==> config.mk <==
export PLATFORM = sky130hd
export DESIGN_NAME = banked_irq_ctrl
export DESIGN_NICKNAME = d
export VERILOG_FILES = /design/src/rtl/irq_pkg.sv /design/src/rtl/irq_en_bank.sv /design/src/rtl/irq_base_word.sv /design/src/rtl/irq_fiq_route.sv /design/src/rtl/banked_irq_ctrl.sv
export SDC_FILE = /design/constraint.sdc
export NUM_CORES = 1
export LEC_CHECK = 0
export ABC_AREA = 0
export BUFFER_PORTS_ARGS = -buffer_cell sky130_fd_sc_hd__buf_2
export CAP_MARGIN = 20
export CORE_MARGIN = 2
export CORE_UTILIZATION = 45
export CTS_CLUSTER_DIAMETER = 120
export DETAILED_ROUTE_END_ITERATION = 16
export PLACE_DENSITY = 0.79
export SETUP_SLACK_MARGIN = 0.4
export SYNTH_ARGS = -nofsm -noshare
export SYNTH_HDL_FRONTEND = slang
export SYNTH_SLANG_ARGS = --single-unit
==> constraint.sdc <==
create_clock -name clk -period 2.18 [get_ports clk]
set_input_delay 0.327 -clock clk [delete_from_list [all_inputs] [get_ports clk]]
set_output_delay 0.327 -clock clk [all_outputs]
set_load 0.05 [all_outputs]
==> src/rtl/irq_pkg.sv <==
package irq_pkg;
  localparam int B0_W    = 8;
  localparam int BK_W    = 32;
  localparam int N_SC1   = 5;
  localparam int N_SC2   = 6;
  localparam int SUM1_B  = 8;
  localparam int SUM2_B  = 9;
  localparam int SC_BASE = 10;
  localparam int BASE_W  = SC_BASE + N_SC1 + N_SC2;
  localparam int RAW_N   = B0_W + 2 * BK_W;
  localparam int IDX_W   = 7;

  // word indices (byte offset / 4)
  localparam int W_PEND0 = 0;
  localparam int W_PEND1 = 1;
  localparam int W_PEND2 = 2;
  localparam int W_FIQ   = 3;
  localparam int W_SET1  = 4;
  localparam int W_SET2  = 5;
  localparam int W_SET0  = 6;
  localparam int W_CLR1  = 7;
  localparam int W_CLR2  = 8;
  localparam int W_CLR0  = 9;

  function automatic int sc1_src(input int i);
    case (i)
      0: return 7;
      1: return 9;
      2: return 10;
      3: return 18;
      default: return 19;
    endcase
  endfunction

  function automatic int sc2_src(input int i);
    case (i)
      0: return 21;
      1: return 22;
      2: return 23;
      3: return 24;
      4: return 25;
      default: return 30;
    endcase
  endfunction

  function automatic logic [BK_W-1:0] sc1_mask();
    logic [BK_W-1:0] m;
    m = '0;
    for (int i = 0; i < N_SC1; i++) m[sc1_src(i)] = 1'b1;
    return m;
  endfunction

  function automatic logic [BK_W-1:0] sc2_mask();
    logic [BK_W-1:0] m;
    m = '0;
    for (int i = 0; i < N_SC2; i++) m[sc2_src(i)] = 1'b1;
    return m;
  endfunction
endpackage

==> src/rtl/irq_en_bank.sv <==
module irq_en_bank #(
  parameter int W = 32
) (
  input  logic         clk,
  input  logic         rst,
  input  logic         set_we,
  input  logic         clr_we,
  input  logic [W-1:0] wbits,
  input  logic [W-1:0] src,
  output logic [W-1:0] en,
  output logic [W-1:0] pend
);
  always_ff @(posedge clk) begin
    if (rst) en <= '0;
    else if (set_we) en <= en | wbits;
    else if (clr_we) en <= en & ~wbits;
  end

  assign pend = src & en;

  p_set_bits_r2: assert property (@(posedge clk) disable iff (rst)
    set_we |=> ((en & $past(wbits)) == $past(wbits)));
  p_clr_bits_r2: assert property (@(posedge clk) disable iff (rst)
    (clr_we && !set_we) |=> ((en & $past(wbits)) == '0));
  p_hold_en_r2: assert property (@(posedge clk) disable iff (rst)
    (!set_we && !clr_we) |=> $stable(en));
endmodule

==> src/rtl/irq_base_word.sv <==
module irq_base_word
  import irq_pkg::*;
(
  input  logic [B0_W-1:0]   pend0,
  input  logic [BK_W-1:0]   pend1,
  input  logic [BK_W-1:0]   pend2,
  output logic [BASE_W-1:0] base
);
  localparam logic [BK_W-1:0] M1 = sc1_mask();
  localparam logic [BK_W-1:0] M2 = sc2_mask();

  assign base[B0_W-1:0] = pend0;
  assign base[SUM1_B]   = |(pend1 & ~M1);
  assign base[SUM2_B]   = |(pend2 & ~M2);

  for (genvar i = 0; i < N_SC1; i++) begin : g_sc1
    assign base[SC_BASE+i] = pend1[sc1_src(i)];
  end
  for (genvar j = 0; j < N_SC2; j++) begin : g_sc2
    assign base[SC_BASE+N_SC1+j] = pend2[sc2_src(j)];
  end
endmodule

==> src/rtl/irq_fiq_route.sv <==
module irq_fiq_route
  import irq_pkg::*;
(
  input  logic             clk,
  input  logic             rst,
  input  logic             ctl_we,
  input  logic [7:0]       ctl_wdata,
  input  logic [RAW_N-1:0] raw,
  output logic [7:0]       ctl,
  output logic             fiq_o
);
  localparam int PAD_N = 1 << IDX_W;
  logic [PAD_N-1:0] padded;
  logic             sel;

  assign padded = {{(PAD_N-RAW_N){1'b0}}, raw};
  assign sel    = padded[ctl[IDX_W-1:0]];

  always_ff @(posedge clk) begin
    if (rst) begin
      ctl   <= '0;
      fiq_o <= 1'b0;
    end else begin
      if (ctl_we) ctl <= ctl_wdata;
      fiq_o <= ctl[7] & sel;
    end
  end

  p_ctl_load_r9: assert property (@(posedge clk) disable iff (rst)
    ctl_we |=> (ctl == $past(ctl_wdata)));
  p_fiq_off_r10: assert property (@(posedge clk) disable iff (rst)
    !ctl[7] |=> !fiq_o);
  p_fiq_hi_idx_r10: assert property (@(posedge clk) disable iff (rst)
    (ctl[IDX_W-1:0] >= IDX_W'(RAW_N)) |=> !fiq_o);
endmodule

==> src/rtl/banked_irq_ctrl.sv <==
module banked_irq_ctrl
  import irq_pkg::*;
#(
  parameter int ADDR_W = 8,
  parameter int DATA_W = 32
) (
  input  logic              clk,
  input  logic              rst,
  input  logic [B0_W-1:0]   src_b0,
  input  logic [BK_W-1:0]   src_b1,
  input  logic [BK_W-1:0]   src_b2,
  input  logic [ADDR_W-1:0] bus_addr,
  input  logic              bus_we,
  input  logic [DATA_W-1:0] bus_wdata,
  output logic [DATA_W-1:0] bus_rdata,
  output logic              irq_o,
  output logic              fiq_o
);
  localparam int IDXW = ADDR_W - 2;

  logic [IDXW-1:0]   widx;
  logic              aligned;
  logic [B0_W-1:0]   en0, pend0;
  logic [BK_W-1:0]   en1, en2, pend1, pend2;
  logic [BASE_W-1:0] base;
  logic [7:0]        fctl;
  logic [DATA_W-1:0] rd_next;

  assign widx    = bus_addr[ADDR_W-1:2];
  assign aligned = (bus_addr[1:0] == 2'b00);

  function automatic logic hit(input logic [IDXW-1:0] w, input int k, input logic ok);
    return ok && (w == IDXW'(k));
  endfunction

  irq_en_bank #(.W(B0_W)) u_bank0 (
    .clk(clk), .rst(rst),
    .set_we(bus_we && hit(widx, W_SET0, aligned)),
    .clr_we(bus_we && hit(widx, W_CLR0, aligned)),
    .wbits(bus_wdata[B0_W-1:0]), .src(src_b0), .en(en0), .pend(pend0));

  irq_en_bank #(.W(BK_W)) u_bank1 (
    .clk(clk), .rst(rst),
    .set_we(bus_we && hit(widx, W_SET1, aligned)),
    .clr_we(bus_we && hit(widx, W_CLR1, aligned)),
    .wbits(bus_wdata[BK_W-1:0]), .src(src_b1), .en(en1), .pend(pend1));

  irq_en_bank #(.W(BK_W)) u_bank2 (
    .clk(clk), .rst(rst),
    .set_we(bus_we && hit(widx, W_SET2, aligned)),
    .clr_we(bus_we && hit(widx, W_CLR2, aligned)),
    .wbits(bus_wdata[BK_W-1:0]), .src(src_b2), .en(en2), .pend(pend2));

  irq_base_word u_base (.pend0(pend0), .pend1(pend1), .pend2(pend2), .base(base));

  irq_fiq_route u_fiq (
    .clk(clk), .rst(rst),
    .ctl_we(bus_we && hit(widx, W_FIQ, aligned)),
    .ctl_wdata(bus_wdata[7:0]),
    .raw({src_b0, src_b2, src_b1}),
    .ctl(fctl), .fiq_o(fiq_o));

  always_comb begin
    rd_next = '0;
    if (aligned) begin
      if      (widx == IDXW'(W_PEND0)) rd_next = DATA_W'(base);
      else if (widx == IDXW'(W_PEND1)) rd_next = DATA_W'(pend1);
      else if (widx == IDXW'(W_PEND2)) rd_next = DATA_W'(pend2);
      else if (widx == IDXW'(W_FIQ))   rd_next = DATA_W'(fctl);
      else if (widx == IDXW'(W_SET1) || widx == IDXW'(W_CLR1)) rd_next = DATA_W'(en1);
      else if (widx == IDXW'(W_SET2) || widx == IDXW'(W_CLR2)) rd_next = DATA_W'(en2);
      else if (widx == IDXW'(W_SET0) || widx == IDXW'(W_CLR0)) rd_next = DATA_W'(en0);
    end
  end

  always_ff @(posedge clk) begin
    if (rst) begin
      bus_rdata <= '0;
      irq_o     <= 1'b0;
    end else begin
      bus_rdata <= rd_next;
      irq_o     <= |base;
    end
  end

  p_irq_rise_r8: assert property (@(posedge clk) disable iff (rst)
    (|base) |=> irq_o);
  p_irq_fall_r8: assert property (@(posedge clk) disable iff (rst)
    !(|base) |=> !irq_o);
  p_fiq_rd_hi_r9: assert property (@(posedge clk) disable iff (rst)
    (aligned && widx == IDXW'(W_FIQ)) |=> (bus_rdata[DATA_W-1:8] == '0));
  p_misaligned_r3: assert property (@(posedge clk) disable iff (rst)
    !aligned |=> (bus_rdata == '0));
  p_b0_hi_zero_r7: assert property (@(posedge clk) disable iff (rst)
    (aligned && (widx == IDXW'(W_SET0) || widx == IDXW'(W_PEND0)))
      |=> (bus_rdata[DATA_W-1:BASE_W] == '0));
endmodule

== After elaboration in Yosys (flattened, before gate mapping) ==
Index checks and enable logic that the tools add are counted.

* Register bits after elaboration: 114
* Bits in latches: 0
* Bits in writable memories: 0
* ROM bits: 0
* Input port bits: 115
* Logic and storage cells: 73
* Memories kept: 0

* $add $sub $neg: 0
* Multipliers: 0
* Divide/modulo/power cells: 0
* Magnitude comparators: 1
* Eq/ne operators: 9
* Shift operators: 0
* Muxes and demuxes: 15
* Bitwise logic cells: 13
* Reductions and logical operators: 27

{| class="wikitable"
|+ Operator list
! cell !! number
|-
| $mux W32 || 9
|-
| $and A32 B32 Y32 || 4
|-
| $reduce_or A72 Y1 || 1
|-
| $or A32 B32 Y32 || 2
|-
| $not A32 Y32 || 1
|-
| $reduce_or A27 Y1 || 1
|-
| $reduce_or A26 Y1 || 1
|-
| $eq A6 B3 Y1 const B || 4
|-
| $mux W8 || 3
|-
| $mux W21 || 1
|-
| $and A8 B8 Y8 || 2
|-
| $logic_and A1 B1 Y1 || 14
|-
| $eq A6 B2 Y1 const B || 2
|-
| $eq A6 B4 Y1 const B || 2
|-
| $lt A7 B8 Y1 const B || 1
|-
| $not A8 Y8 || 1
|-
| $or A8 B8 Y8 || 1
|-
| $bmux W1 S7 || 1
|-
| $eq A6 B1 Y1 const B || 1
|-
| $logic_not A6 Y1 || 1
|-
| $reduce_bool A2 Y1 || 3
|-
| $logic_or A1 B1 Y1 || 3
|-
| $reduce_or A3 Y1 || 1
|-
| $logic_not A2 Y1 || 1
|-
| 4 further kinds || 4
|}

== Logic depth before layout (Yosys ltp) ==
Gate-level depths: netlist (run 1).

* Depth after elaboration: 9
* Mapped depth: 8

== Modules after synthesis ==
A second synthesis (run 1) with hierarchy kept.

* Cells, all modules: 781
* Area, all modules: 7191.9 µm²

{| class="wikitable"
|+ Modules (own cells, without submodules)
! module !! times used !! cells an instance !! area an instance (µm²)
|-
| irq_en_bank (u_bank1 ...) || 2 || 169 || 1610.3
|-
| banked_irq_ctrl || 1 || 275 || 2293.4
|-
| irq_fiq_route || 1 || 88 || 1008.5
|-
| irq_en_bank (u_bank0) || 1 || 43 || 407.9
|-
| irq_base_word || 1 || 37 || 261.5
|}

== Worst setup path after synthesis (run 1) ==
No wires, ideal clock.

* Path kind: flip-flop to flip-flop
* Start: register u_fiq.ctl[1]
* End: register u_fiq.fiq_o
* Setup time: 0.128 ns
* Arrival time: 1.820 ns
* Path slack: 0.232 ns
* Stages on the path, launching flop included: 8
* Buffers on the path: 2
* Period minus slack after synthesis: 1.948 ns
* Cells stage by stage: dfxtp_1 buf_2 buf_4 mux4_2 mux4_2 o211ai_1 a21oi_1 nand4b_1

* Cells in the longest elaborated chain, start to end: 3

{| class="wikitable"
|+ Ends and longest elaborated chain
! what !! RTL line !! RTL
|-
| from (decl) || irq_fiq_route.sv:9 || <nowiki>output logic [7:0] ctl,</nowiki>
|-
| from (signal assigned) || irq_fiq_route.sv:24 || <nowiki>if (ctl_we) ctl <= ctl_wdata;</nowiki>
|-
| $bmux W1 S7 || irq_fiq_route.sv:17 || <nowiki>assign sel = padded[ctl[IDX_W-1:0]];</nowiki>
|-
| $mux W1 (implied by the code) || irq_fiq_route.sv:17 ||
|-
| $and A1 B1 Y1 || irq_fiq_route.sv:25 || <nowiki>fiq_o <= ctl[7] & sel;</nowiki>
|-
| to (signal assigned) || irq_fiq_route.sv:25 ||
|-
| to (decl) || irq_fiq_route.sv:10 || <nowiki>output logic fiq_o</nowiki>
|}

No other way between the ends. The select of a mux whose other input is x is not followed.
A chain may end at the register's enable or synchronous reset.

== Final worst setup path (run 1) ==
* Start: register u_fiq.ctl[2]
* End: register u_fiq.fiq_o

Same word-level chain as after synthesis.

==> impl_metrics.env, run 1 <==
export IMPL_clock_root_buffer="sky130_fd_sc_hd__clkbuf_16"
export IMPL_result_of_the_run="finished clean"
export IMPL_drtIter0Drc=1059
export IMPL_grt_setup_unrepaired="yes"
export IMPL_synth_cells=751
export IMPL_area_occupied_by_registers_um2=2290
export IMPL_tritoncts="done"
export IMPL_number_of_remaining_drc_errors=0
export IMPL_layout_worst_path_cycle_share_pct=90.5
export IMPL_num_nets_final=1013
export IMPL_antenna_cells_inserted=0
export IMPL_cp_slowest_stage_delay_ps=510
export IMPL_post_drt_via_cell_ratio=6.36
export IMPL_drt_antenna_violating_nets=0
export IMPL_holdBufCountCts=0
export IMPL_synth_enable_flop_cells=0
export IMPL_core_um2=13800
export IMPL_clock_skew_ps=12.7
export IMPL_synth_ff_type="sky130_fd_sc_hd__dfxtp_1"
export IMPL_cp_slowest_cell="sky130_fd_sc_hd__mux4_2"
export IMPL_clk_latency_ps=440
export IMPL_power_density_nw_per_um2=677
export IMPL_flops_latches_synth=114
export IMPL_yosysWarningCount=0
export IMPL_fillerInstances=1276
export IMPL_core_rowCount=43
export IMPL_design_die_area_um2=14900
export IMPL_syn_nets=866
export IMPL_cts_buffers=17
export IMPL_antenna_found_initial=0
export IMPL_post_synthesis_mean_instance_area_um2=8.38
export IMPL_totalWireLength_mm=23.3
export IMPL_r2r_slack_ps=210
export IMPL_summed_instance_area_of_the_synthesized_netlist_um2=6290
export IMPL_setup_viol=0
export IMPL_initial_utilization_pct=45.7
export IMPL_synthDominantCellAreaShare_pct=36.3
export IMPL_max_vdd_ir_drop_mv=0.492
export IMPL_pleak_nw=3.49
export IMPL_fmaxAchievable_ghz=0.507
export IMPL_first_pass_iters=6
export IMPL_fp_dieH_um=122
export IMPL_worst_endpoint_arrival_ps=2270
export IMPL_synth_top_cells_by_area="sky130_fd_sc_hd__dfxtp_1 (36%), sky130_fd_sc_hd__nand2_1 (7.3%), sky130_fd_sc_hd__mux4_2 (7.2%), sky130_fd_sc_hd__a22oi_1 (6.9%), sky130_fd_sc_hd__mux2i_1 (5.4%)"
export IMPL_seq_area_frac_synth_pct=36.3
export IMPL_grt_pass1_vias=6419
export IMPL_path_class="reg -> reg"
export IMPL_netlist_cell_type_count=57
export IMPL_clk_sink_count=114
export IMPL_maxCapViolCount=0
export IMPL_buffer_ports_inserted=148
export IMPL_routedWlPerCell_um=21.4
export IMPL_max_slew_violation_total_from_the_final_report=0
export IMPL_syn2layout_area_growth_pct=27.5
export IMPL_largest_net_degree_at_the_start_of_global_routing=51
export IMPL_asyncSetResetFlopFracSynth_pct=0
export IMPL_worst_max_slew_pin_slew_ps=643
export IMPL_crit_path_end_kind="flop"
export IMPL_globalplace_congestion=1.05
export IMPL_grt_remaining_overflow=0
export IMPL_ff2ff_path_depth=5
export IMPL_maxSlewHeadroom_pct=57.2
export IMPL_grt_resource_usage_total_pct=31.8
export IMPL_drive_above_1_share_pct=28.1
export IMPL_worst_setup_hold_path_clk_slew_ps=60
export IMPL_hp_class="in -> reg"
export IMPL_critPathMostFrequentCell="sky130_fd_sc_hd__mux4_2"
export IMPL_vias=6943
export IMPL_multiInputGateArea_um2=3760
export IMPL_die_width_um=122
export IMPL_io_pin_count=149
export IMPL_crit_fanout=5
export IMPL_synth_top_cell_by_area="sky130_fd_sc_hd__dfxtp_1"
export IMPL_critical_path_cell_chain="mux4_2 > mux4_2 > o211ai_1 > a21oi_1 > nand4b_1"
export IMPL_cts_max_level=4
export IMPL_postLayoutSetupSlackWorst_ps=206
export IMPL_worst_setup_path_start_kind="flop"
export IMPL_final_min_clock_period_ps=1970
export IMPL_detailedPlacementHpwl_mm=17.3
export IMPL_hold_violations=0
export IMPL_wire_length_of_the_first_global_routing_pass_mm=35.5
export IMPL_setup_total_negative_slack_ps=0
export IMPL_cts_path_max_buffers=2
export IMPL_pre_cts_ws_ps=-47.3
export IMPL_post_cts_setup_buffers=0
export IMPL_worstPathRequired_ps=2470
export IMPL_min_delay_path_depth=2
where the power goes:
group | total, mW | switching (mW) | internal, mW | leakage, nW
Sequential | 2.09 | 0.00159 | 2.08 | 0.919
Clock | 2.94 | 1.10 | 1.84 | 0.290
Combinational | 0.410 | 0.252 | 0.158 | 2.29
kinds of logic after synthesis:
logic type             after synthesis  synth area share [%]
multiplexers                        57                  13.1
AND/OR/NAND/NOR                    297                  21.1
XOR/XNOR                             1                 0.139
AO/OA/AOI/OAI                      217                  24.8
flip-flops                         114                  36.3
buffers and inverters               65                  4.57
worst paths after layout:
check | startpoint | to
worst min register to register | flop | flop
worst max-delay path | u_fiq.ctl[2] | u_fiq.fiq_o
worst max register to register | u_fiq.ctl[2] | u_fiq.fiq_o
worst min-delay path | rst | flop
per-stage QoR:
step	total power, mW	hold slack [ps]	util, %	std cells	area [um2]
after global placement	2.52	460	53.5	1059	7370
after global routing	5.55	156	58.3	1091	8020
after CTS	5.43	139	58.1	1091	8000
final	5.44	153	58.3	1091	8020
after floorplan	2.27	442	-	751	6310
after detailed placement	2.52	462	53.5	1059	7370
Yosys cell counts (5+ instances only):
cell type,instances
sky130_fd_sc_hd__and2_1,6
sky130_fd_sc_hd__buf_2,26
sky130_fd_sc_hd__dfxtp_1,114
sky130_fd_sc_hd__a21o_1,44
sky130_fd_sc_hd__a211oi_1,6
sky130_fd_sc_hd__a21oi_1,37
sky130_fd_sc_hd__nor2_1,81
sky130_fd_sc_hd__clkbuf_1,28
sky130_fd_sc_hd__inv_1,6
sky130_fd_sc_hd__o21ai_1,5
sky130_fd_sc_hd__nand3_1,38
sky130_fd_sc_hd__nor3_1,10
sky130_fd_sc_hd__nand2_1,123
sky130_fd_sc_hd__nand4_1,11
sky130_fd_sc_hd__mux2i_1,34
sky130_fd_sc_hd__a22oi_1,58
sky130_fd_sc_hd__mux4_2,20
sky130_fd_sc_hd__o21ai_0,13
sky130_fd_sc_hd__a221o_1,7
sky130_fd_sc_hd__a21boi_0,5
sky130_fd_sc_hd__a32oi_1,16
critical path, delay by kind of cell (launching register included):
family / cells / cell delay [ps]
mux: 2 / 1010
flops: 1 / 400
simple gates: 1 / 200
compound gates: 2 / 220
repair_timing:
item | CTS | global route
pin swaps | 0 | 1
cloned | 0 | 0
endpoints found under the setup margin | 2 | 6
resized for setup | 3 | 6
cell usage in the layout (no fill, tap or decap), drive strengths merged, types with 3 or more instances in the layout:
cell      Yosys  final
clkinvlp      0      4
a211oi        7      7
o21a          3      3
and3          4      4
mux2i        34     34
dfxtp       114    114
a32oi        16     16
a21oi        38     38
nand4        11     11
nor2         82     82
nand3        39     39
a221oi        3      3
a22oi        58     58
mux4         20     20
nor4          3      3
nand2       123    123
or3           3      3
o21ai        18     18
mux2          3      3
a221o         7      7
inv           6     11
a21o         44     44
and2          6      6
nor3         11     11
bufinv        0      3
clkbuf       28     18
a22o          4      4
a21boi        7      7
o211ai        4      4
buf          31    187
per-layer routing:
layer	GRT usage (%)	share of wire [%]	up-vias
met5	0	0	-
met4	13.9	4.6	0
met3	7.81	13	111
met2	48.4	44	561
met1	42.9	38	3199
li1	-	-	3072
final cells by class:
class / instances / area share [%]
clock buffer: 18 / 5.47
clock inverter: 14 / 2.21
inverter: 6 / 0.281
multi-input combinational: 572 / 46.9
sequential: 114 / 28.5
tap: 180 / 2.81
timing repair buffer: 187 / 13.8
Note: power is estimated with default switching activity, not from simulation.
==> inputs of run 2 (changes only) <==
--- a/config.mk
+++ b/config.mk
@@ -5,14 +5,15 @@
 export SDC_FILE = /design/constraint.sdc
 export NUM_CORES = 1
 export LEC_CHECK = 0
-export ABC_AREA = 0
+export ABC_AREA = 1
 export BUFFER_PORTS_ARGS = -buffer_cell sky130_fd_sc_hd__buf_2
 export CAP_MARGIN = 20
 export CORE_MARGIN = 2
 export CORE_UTILIZATION = 45
 export CTS_CLUSTER_DIAMETER = 120
 export DETAILED_ROUTE_END_ITERATION = 16
-export PLACE_DENSITY = 0.79
+export PLACE_DENSITY = 0.78
+export REMOVE_ABC_BUFFERS = 1
 export SETUP_SLACK_MARGIN = 0.4
 export SYNTH_ARGS = -nofsm -noshare
 export SYNTH_HDL_FRONTEND = slang
==> run 2 against run 1 <==
Worst setup slack better by 340 ps. Cell count is 24% higher. Highest routed layer unchanged. Synthesized cell count is 35% higher. Critical path type unchanged. First-iteration DRC count is 23% higher. Hold slack better by 21 ps. Non-clock buffer count is 9 lower.
==> impl_metrics.env, run 2 <==
export IMPL_result_of_the_run="finished clean"
export IMPL_die_width_um=124
export IMPL_post_synth_mux_area_share_pct=0
export IMPL_layout_cells_most_common_list="sky130_fd_sc_hd__nand2_1 (309), sky130_fd_sc_hd__buf_2 (148), sky130_fd_sc_hd__dfxtp_1 (113), sky130_fd_sc_hd__a21oi_1 (103), sky130_fd_sc_hd__nand3_1 (102)"
export IMPL_layout_cells_most_common="sky130_fd_sc_hd__nand2_1"
export IMPL_post_drt_via_cell_ratio=5.89
export IMPL_crit_fanout=3
export IMPL_core_um2=14000
export IMPL_cts_max_level=4
export IMPL_asyncSetResetFlopFracSynth_pct=0
export IMPL_summed_instance_area_of_the_synthesized_netlist_um2=6500
export IMPL_maxCapViolCount=0
export IMPL_hp_class="in -> reg"
export IMPL_power_density_nw_per_um2=637
export IMPL_fillerInstances=1410
export IMPL_hold_ws_ps=173
export IMPL_syn2layout_area_growth_pct=23.6
export IMPL_holdBufCountCts=0
export IMPL_worst_setup_path_start_kind="flop"
export IMPL_synth_compound_gate_area_share_pct=19.8
export IMPL_path_class="reg -> reg"
export IMPL_clock_root_buffer="sky130_fd_sc_hd__clkbuf_16"
export IMPL_synthXorXnorAreaFrac_pct=0
export IMPL_drive_above_1_share_pct=19.9
export IMPL_post_cts_setup_buffers=0
export IMPL_synthTopCellsByCount="sky130_fd_sc_hd__nand2_1 (309), sky130_fd_sc_hd__dfxtp_1 (114), sky130_fd_sc_hd__a21oi_1 (103)"
export IMPL_synth_enable_flop_cells=0
export IMPL_worst_max_slew_pin_slew_ps=569
export IMPL_tritoncts="done"
export IMPL_crit_path_end_kind="flop"
export IMPL_synth_most_common_cell="sky130_fd_sc_hd__nand2_1"
export IMPL_synth_top_cells_by_area="sky130_fd_sc_hd__dfxtp_1 (35%), sky130_fd_sc_hd__nand2_1 (18%), sky130_fd_sc_hd__a21oi_1 (7.9%), sky130_fd_sc_hd__nand3_1 (7.9%), sky130_fd_sc_hd__inv_1 (5.6%)"
export IMPL_first_pass_iters=7
export IMPL_wire_length_of_the_first_global_routing_pass_mm=38.8
export IMPL_hold_violations=0
export IMPL_multiInputGateArea_um2=3550
export IMPL_cts_buffers=17
export IMPL_routedWlPerCell_um=18.8
export IMPL_core_rowCount=43
export IMPL_post_synthesis_mean_instance_area_um2=6.39
export IMPL_vias=7999
export IMPL_synth_cells=1017
export IMPL_cts_path_max_buffers=2
export IMPL_num_nets_final=1279
export IMPL_fmaxAchievable_ghz=0.613
export IMPL_worstPathRequired_ps=2460
export IMPL_io_pin_count=149
export IMPL_number_of_remaining_drc_errors=0
export IMPL_synth_adder_area_share_pct=0
export IMPL_synth_top_cell_by_area="sky130_fd_sc_hd__dfxtp_1"
export IMPL_dominant_combinational_cell_family_by_area_after_synthesis="simple AND/OR/NAND/NOR gates"
export IMPL_synth_ff_type="sky130_fd_sc_hd__dfxtp_1"
export IMPL_grt_resource_usage_total_pct=33.6
export IMPL_grt_pass1_vias=7386
export IMPL_postLayoutSetupSlackWorst_ps=549
export IMPL_clk_latency_ps=430
export IMPL_synthDominantCellAreaShare_pct=35.1
export IMPL_final_min_clock_period_ps=1630
export IMPL_setup_viol=0
export IMPL_drt_antenna_violating_nets=0
export IMPL_yosysWarningCount=0
export IMPL_grt_remaining_overflow=0
export IMPL_initial_utilization_pct=46.5
export IMPL_detailedPlacementHpwl_mm=18.4
export IMPL_totalWireLength_mm=25.6
export IMPL_wl_met3_mm=3.23
export IMPL_grt_setup_unrepaired="no"
export IMPL_drtIter0Drc=1299
export IMPL_worst_endpoint_arrival_ps=1910
export IMPL_worst_setup_hold_path_clk_slew_ps=50
export IMPL_antenna_found_initial=0
export IMPL_pleak_nw=3.47
export IMPL_seq_area_frac_synth_pct=35.1
export IMPL_maxSlewHeadroom_pct=62.0
export IMPL_buffer_ports_inserted=148
export IMPL_routed_top_layer="met4"
export IMPL_post_synth_and_or_nand_nor_area_fraction_pct=34.6
export IMPL_max_vdd_ir_drop_mv=0.585
export IMPL_area_occupied_by_registers_um2=2280
export IMPL_max_slew_violation_total_from_the_final_report=0
export IMPL_antenna_cells_inserted=0
export IMPL_clock_skew_ps=7.09
export IMPL_flops_latches_synth=114
export IMPL_layout_worst_path_cycle_share_pct=74.8
export IMPL_globalplace_congestion=0.992
export IMPL_fp_dieH_um=124
export IMPL_clk_sink_count=114
export IMPL_wl_met1_mm=10.1
export IMPL_met2_wl_post_dr_mm=11.4
export IMPL_largest_net_degree_at_the_start_of_global_routing=42
export IMPL_pre_cts_ws_ps=175
export IMPL_netlist_cell_type_count=40
export IMPL_design_die_area_um2=15400
## run 2: cell count changes in the layout (fill, tap and decap cells not counted), moves of 55 or more
cell,previous run,this run
sky130_fd_sc_hd__nand3_1,38,102
sky130_fd_sc_hd__inv_1,6,97
sky130_fd_sc_hd__a21oi_1,37,103
sky130_fd_sc_hd__nand2_1,122,309
sky130_fd_sc_hd__a22oi_1,57,0
sky130_fd_sc_hd__o21ai_0,13,68
## run 2: routing by layer
metal | vias to the layer above | GRT usage (%)
met5 | - | 0
met4 | 0 | 13.3
met3 | 81 | 8.47
met2 | 602 | 52.1
met1 | 3636 | 44.7
li1 | 3680 | -
## run 2: worst max-delay path, cell delays in order (launching register included)
cell                      delay [ps]
sky130_fd_sc_hd__dfxtp_1         320
sky130_fd_sc_hd__inv_1            70
sky130_fd_sc_hd__o21ai_0         190
sky130_fd_sc_hd__nor4_1          460
sky130_fd_sc_hd__nand4_1         210
sky130_fd_sc_hd__nor2_1          130
sky130_fd_sc_hd__a21oi_1         100
## run 2: cells by family after synthesis
kind of cell / Yosys count
AND/OR/NAND/NOR: 522
AO/OA/AOI/OAI: 227
buffers and inverters: 154
flip-flops: 114
## run 2: path summary, 6_finish.rpt
path | start | cells past startpoint | slack [ps] | endpoint
setup reg to reg | flop | 6 | 550 | irq_o
hold reg to reg | flop | 2 | 460 | flop
hold / removal | bus_wdata[18] | 3 | 170 | flop
setup / recovery | flop | 6 | 550 | irq_o
## run 2: area by class of cell
class | instances | share of cell area, %
Clock inverter | 5 | 0.623
Multi-Input combinational cell | 749 | 44.2
Tap cell | 180 | 2.80
Sequential cell | 114 | 28.4
Inverter | 104 | 5.03
Clock buffer | 27 | 6.26
Timing Repair Buffer | 178 | 12.6
## run 2: per-stage QoR
stage	utilization, %	power (mW)	cell area, um2	cells	TNS [ps]
5_1_grt	57.4	5.25	8030	1357	0
3_3_place_gp	53.3	2.50	7460	1325	0
4_1_cts	57.3	5.10	8010	1357	0
2_1_floorplan	-	2.25	6220	967	-3140
6_report	57.4	5.12	8030	1357	0
3_5_place_dp	53.3	2.50	7460	1325	0
## run 2: timing repair
action	4_1_cts	5_1_grt
endpoints found under the hold margin	0	0
resized for setup	1	7
setup endpoints to repair	1	1
## run 2: power breakdown
group	internal (mW)	switching, mW	total [mW]
logic	0.128	0.246	0.374
clock network	1.68	0.974	2.65
registers	2.09	0.00261	2.09
